## config.mk

```make
export PLATFORM = sky130hd
export DESIGN_NAME = alc_gain_seq
export DESIGN_NICKNAME = d
export VERILOG_FILES = /design/src/rtl/alc_pkg.sv /design/src/rtl/alc_limit_pacer.sv /design/src/rtl/alc_wait_timer.sv /design/src/rtl/alc_gain_seq.sv
export SDC_FILE = /design/constraint.sdc
export NUM_CORES = 1
export LEC_CHECK = 0
export CORE_ASPECT_RATIO = 0.75
export CORE_MARGIN = 4
export CORE_UTILIZATION = 50
export DETAILED_ROUTE_END_ITERATION = 6
export GPL_ROUTABILITY_DRIVEN = 0
export PLACE_DENSITY = 0.7
export RECOVER_POWER = 50
export SYNTH_ARGS = -nofsm -noshare
export SYNTH_HDL_FRONTEND = slang
export SYNTH_SLANG_ARGS = --single-unit
```

## constraint.sdc

```tcl
create_clock -name clk -period 4.5 [get_ports clk]
set_clock_uncertainty 0.1 [all_clocks]
set_input_delay 0.9 -clock clk [delete_from_list [all_inputs] [get_ports clk]]
set_output_delay 0.9 -clock clk [all_outputs]
set_load 0.02 [all_outputs]
```

## src/rtl/alc_pkg.sv

```systemverilog
package alc_pkg;
  typedef enum logic {
    PACE_ZC    = 1'b0,
    PACE_TIMED = 1'b1
  } pace_e;
endpackage

```

## src/rtl/alc_limit_pacer.sv

```systemverilog
module alc_limit_pacer
  import alc_pkg::*;
#(
  parameter int LIM_BASE = 2,
  parameter int ZC_TO    = 32
) (
  input  logic       clk,
  input  logic       rst_n,
  input  logic       clr,
  input  logic       tick,
  input  logic       hit,
  input  logic       zc_evt,
  input  logic       zc_dis,
  input  logic [1:0] lim_sel,
  output logic       dec
);
  localparam int LW = $clog2(LIM_BASE * 8) + 1;
  localparam int ZW = $clog2(ZC_TO + 1);

  pace_e         mode;
  logic [LW-1:0] lcnt;
  logic [LW-1:0] per_m1;
  logic [ZW-1:0] zto;
  logic          pend;
  logic          dec_t, dec_z;

  always_comb begin
    mode   = zc_dis ? PACE_TIMED : PACE_ZC;
    per_m1 = (LW'(LIM_BASE) << lim_sel) - LW'(1);
    dec_t  = tick & hit & (lcnt == '0);
    dec_z  = pend & (zc_evt | (tick & (zto == ZW'(ZC_TO - 1))));
    dec    = (mode == PACE_TIMED) ? dec_t : dec_z;
  end

  // interval timer for timed reductions
  always_ff @(posedge clk or negedge rst_n) begin
    if (!rst_n)          lcnt <= '0;
    else if (clr)        lcnt <= '0;
    else if (tick) begin
      if (mode == PACE_TIMED && dec_t) lcnt <= per_m1;
      else if (lcnt != '0)             lcnt <= lcnt - LW'(1);
    end
  end

  // pending reduction and its zero-crossing timeout
  always_ff @(posedge clk or negedge rst_n) begin
    if (!rst_n) begin
      pend <= 1'b0;
      zto  <= '0;
    end else if (clr || mode == PACE_TIMED) begin
      pend <= 1'b0;
      zto  <= '0;
    end else if (dec_z) begin
      pend <= 1'b0;
      zto  <= '0;
    end else if (tick && hit && !pend) begin
      pend <= 1'b1;
      zto  <= '0;
    end else if (tick && pend) begin
      zto  <= zto + ZW'(1);
    end
  end
endmodule

```

## src/rtl/alc_wait_timer.sv

```systemverilog
module alc_wait_timer #(
  parameter int WAIT_BASE = 128
) (
  input  logic       clk,
  input  logic       rst_n,
  input  logic       clr,
  input  logic       tick,
  input  logic       hit,
  input  logic       restart,
  input  logic [1:0] wait_sel,
  output logic       expire
);
  localparam int CW = $clog2(WAIT_BASE * 8) + 1;

  logic [CW-1:0] cnt;
  logic [CW-1:0] lim_m1;

  always_comb begin
    lim_m1 = (CW'(WAIT_BASE) << wait_sel) - CW'(1);
    expire = tick & ~hit & ~restart & (cnt == lim_m1);
  end

  always_ff @(posedge clk or negedge rst_n) begin
    if (!rst_n)                          cnt <= '0;
    else if (clr || restart || (tick && hit)) cnt <= '0;
    else if (tick)                       cnt <= expire ? '0 : cnt + CW'(1);
  end
endmodule

```

## src/rtl/alc_gain_seq.sv

```systemverilog
module alc_gain_seq #(
  parameter int GAIN_W    = 7,
  parameter int GAIN_DEF  = 16,
  parameter int GAIN_MAX  = 71,
  parameter int NCH       = 2,
  parameter int WAIT_BASE = 128,
  parameter int LIM_BASE  = 2,
  parameter int ZC_TO     = 32
) (
  input  logic              clk,
  input  logic              rst_n,
  input  logic              fs_tick,
  input  logic [NCH-1:0]    peak_hit,
  input  logic              zc_evt,
  input  logic              alc_en,
  input  logic              zc_dis,
  input  logic [1:0]        wait_sel,
  input  logic [1:0]        lim_sel,
  input  logic [GAIN_W-1:0] man_gain,
  input  logic              all_pd,
  output logic [GAIN_W-1:0] gain
);
  localparam logic [GAIN_W-1:0] CODE_DEF = GAIN_W'(GAIN_DEF);
  localparam logic [GAIN_W-1:0] CODE_MAX = GAIN_W'(GAIN_MAX);

  logic              hit, clr, dec, rec;
  logic [GAIN_W-1:0] ref_code;

  always_comb begin
    hit      = |peak_hit;
    clr      = all_pd | ~alc_en;
    ref_code = (man_gain > CODE_MAX) ? CODE_MAX : man_gain;
  end

  alc_limit_pacer #(.LIM_BASE(LIM_BASE), .ZC_TO(ZC_TO)) u_pacer (
    .clk(clk), .rst_n(rst_n), .clr(clr), .tick(fs_tick), .hit(hit),
    .zc_evt(zc_evt), .zc_dis(zc_dis), .lim_sel(lim_sel), .dec(dec)
  );

  alc_wait_timer #(.WAIT_BASE(WAIT_BASE)) u_wait (
    .clk(clk), .rst_n(rst_n), .clr(clr), .tick(fs_tick), .hit(hit),
    .restart(dec), .wait_sel(wait_sel), .expire(rec)
  );

  always_ff @(posedge clk or negedge rst_n) begin
    if (!rst_n)                         gain <= CODE_DEF;
    else if (all_pd)                    gain <= CODE_DEF;
    else if (!alc_en)                   gain <= ref_code;
    else if (dec && gain != '0)         gain <= gain - GAIN_W'(1);
    else if (rec && gain < ref_code)    gain <= gain + GAIN_W'(1);
  end
endmodule

```

==> impl_metrics.yaml, run 1 <==
cts:
  cts_hold_buffers: 0
  numCtsBuffers: 5
  clk_latency_ns: 0.29
  ctsResizeCount: 0
  clk_pin_slew_ns: 0.07
  clock_path_buffers: 2
  post-cts-setup-buffer-count: 0
  root_buffer: "clkbuf_8"
  cts_tree: "done"
  htreeDepth: 2
  cts_num_sinks: 30
floorplanning:
  row_count: 20
  die_y_um: 65.9
  start_util_pct: 53.4
  dieWidth_um: 85.2
  die_area_sq_um: 5610
  io_pins: 27
  core_sq_um: 4180
routing:
  viasPerCell: 5.79
  drtPass1Iterations: 4
  wl_met2_mm: 2.24
  drt_iter0_drc: 110
  maxUsedRoutingLayer: "met4"
  ant_nets: 0
  dr_total_vias: 1929
  drc: 0
  route.detailed.wl_per_inst_um: 15.3
  routed_wl_mm: 5.10
  wl_met1_mm: 2.55
  met3_length_um: 256
worst_setup_path:
  cp_max_fo: 10
  cp.arrival_ns: 3.98
  path_buf_inv: 1
  cpMaxStageDelayCell: "clkdlybuf4s50_1"
  critical_path_class: "in2reg"
  cp_slowest_stage_delay_ns: 0.57
  startpoint: "fs_tick"
  cp.required_ns: 4.62
  cp-end-kind: "register"
  cp-start-kind: "input port"
  path_delay_family: "compound AO/OA/AOI/OAI gates"
  crit_chain: "clkdlybuf4s50_1, o211ai_1, nor2_8, nor2_2, nor2_1, ha_1, a21o_1, a21oi_1, o21ai_0, a2111o_1, nand3_1, mux2_4"
  r2r_start: "u_pacer.lcnt[0]$_DFFE_PN0P_"
power_and_ir_drop:
  p_leak_nw: 1.10
  ir_drop_mv: 0.223
  pwr_density_cell_nw_per_um2: 297
timing:
  slew_headroom_pct: -7.40
  maxSlewViolCount: 31
  tns_ns: 0
  worst_pin_slew_ns: 1.61
  max_freq_mhz: 259
  finalCriticalPeriod_ns: 3.86
  post-route-period-util_pct: 85.7
  rsz0062_at_grt: "no"
  hold_viol: 0
  holdWs_ns: 0.440
  setup_viol_count_final: 0
finish:
  mostFrequentLayoutCells: "dfrtp_1, nor2_1, clkdlybuf4s50_1, nand2_1, a21oi_1"
  fin_util_pct: 63.9
  layout.nets: 313
  drive_gt1_share_pct: 9.71
  n_antenna_cell: 0
  final_common_cell: "dfrtp_1"
  final_cells: 333
  areaGrowthSynthToFinish_pct: 19.6
global_routing:
  grt_antenna_before_repair: 0
  first_global_vias: 1918
  overflow: 0
  grt_max_degree: 31
  grtUsageTotal_pct: 20.0
  grt_pass1_wl_mm: 8.91
synthesis:
  synth.distinct_cells: 54
  yosys_warnings: 0
  synth_cells: 246
  ys.flop_type: "dfrtp_1"
  synth_fp_nets: 282
  ys_seq_elements: 30
  yosysSeqAreaShare_pct: 33.7
  synth_enable_flop_cells: 0
  netlist_area_sq_um: 2230
  synthArstFlopShare_pct: 100
  synth.avg_cell_area_sq_um: 9.07
place:
  dp_cells: 325
  io_buffers: 26
  dp_hpwl_mm: 3.82
hold_path:
  min_path_type: "reg2reg"
  min_from: "u_wait.cnt[0]$_DFFE_PN0P_"
job:
  drv_cap: 1
outcome:
  outcome: "finished, violations left"
  failed_checks: "capacitance limit, slew limit"
==> cells by family after synthesis <==
| logic type | synth area share, % |
|---|---|
| adder cells (fa/ha/maj) | 9.30 |
| AND/OR/NAND/NOR | 24.6 |
| flip-flops | 33.7 |
| XOR/XNOR | 4.71 |
| buffers and inverters | 2.86 |
| multiplexers | 5.16 |
| AO/OA/AOI/OAI | 19.7 |
==> layout make-up <==
type / instances / area [sq um]
timing repair buffer: 30 / 287
clock buffer: 7 / 76.3
fill: 355 / 1510
sequential: 30 / 752
tap: 55 / 68.8
multi-input combinational: 201 / 1420
inverter: 9 / 33.8
clock inverter: 1 / 30.0
==> worst min-delay path, stage by stage, from the launching register on <==
cell     delay, ns
dfrtp_1       0.39
nand2_1       0.06
o21ai_0       0.06
==> cell usage after synthesis, types with 2 or more instances <==
cell	number	area, sq um
a211oi_1	3	22.5
a21oi_1	18	90.1
o21bai_1	2	15.0
nor2_1	27	101
xor2_1	2	17.5
o21ai_0	17	85.1
nand3_1	13	65.1
a31oi_1	2	12.5
o211ai_1	3	22.5
dfrtp_1	29	726
ha_1	15	188
nor2b_1	2	12.5
nor3_1	7	35.0
nand4_1	3	18.8
nand2b_1	8	50.1
xnor2_1	10	87.6
mux2_4	7	105
nand2_1	19	71.3
clkbuf_1	5	18.8
inv_1	9	33.8
o21ai_1	3	15.0
nor3b_1	2	15.0
a32o_1	2	20.0
a22oi_1	2	15.0
and4b_1	2	20.0
a21o_1	4	30.0
nor4_1	3	18.8
==> sequential cells by signal (all words and copies together), names as in the netlist <==
name	cells
u_wait.cnt	11
gain	7
u_pacer.zto	6
u_pacer.lcnt	5
u_pacer.pend	1
==> routing by layer <==
layer / global-route usage, % / vias up
li1: - / 961
met1: 27.2 / 911
met2: 31.5 / 50
met3: 5.11 / 7
met4: 5.53 / 0
met5: 0 / -
==> per-stage QoR <==
step / total power, mW / area (sq um) / setup slack [ns]
floorplan: 0.454 / 2230 / 1.23
global route: 0.839 / 2670 / 0.395
detailed placement: 0.533 / 2570 / 0.372
global placement: 0.531 / 2570 / 0.492
finish: 0.792 / 2670 / 0.642
CTS: 0.799 / 2670 / 0.653
==> report_power, final <==
group | leakage (nW) | switching (mW) | internal (mW)
clock network | 0.0524 | 0.0982 | 0.165
logic | 0.642 | 0.116 | 0.103
registers | 0.406 | 0.0232 | 0.286
==> path summary, 6_finish.rpt <==
path                       cells after the start                   endpoint  slack, ns
setup reg to reg                              13        gain[5]$_DFFE_PN0P_       0.99
min in group asynchronous                      2  u_wait.cnt[5]$_DFFE_PN0P_       1.45
max in group asynchronous                      2        gain[5]$_DFFE_PN0P_       1.90
hold reg to reg                                2  u_wait.cnt[0]$_DFFE_PN0P_       0.44
hold / removal                                 2  u_wait.cnt[0]$_DFFE_PN0P_       0.44
setup / recovery                              12        gain[5]$_DFFE_PN0P_       0.64
Power figures use the tool's default switching activity.
==> run 2: changes to the inputs <==
- CTS_CLUSTER_SIZE: default -> 20
==> results of run 2 <==
Same layout as run 1: the final DEF is identical, and so are final timing and power.
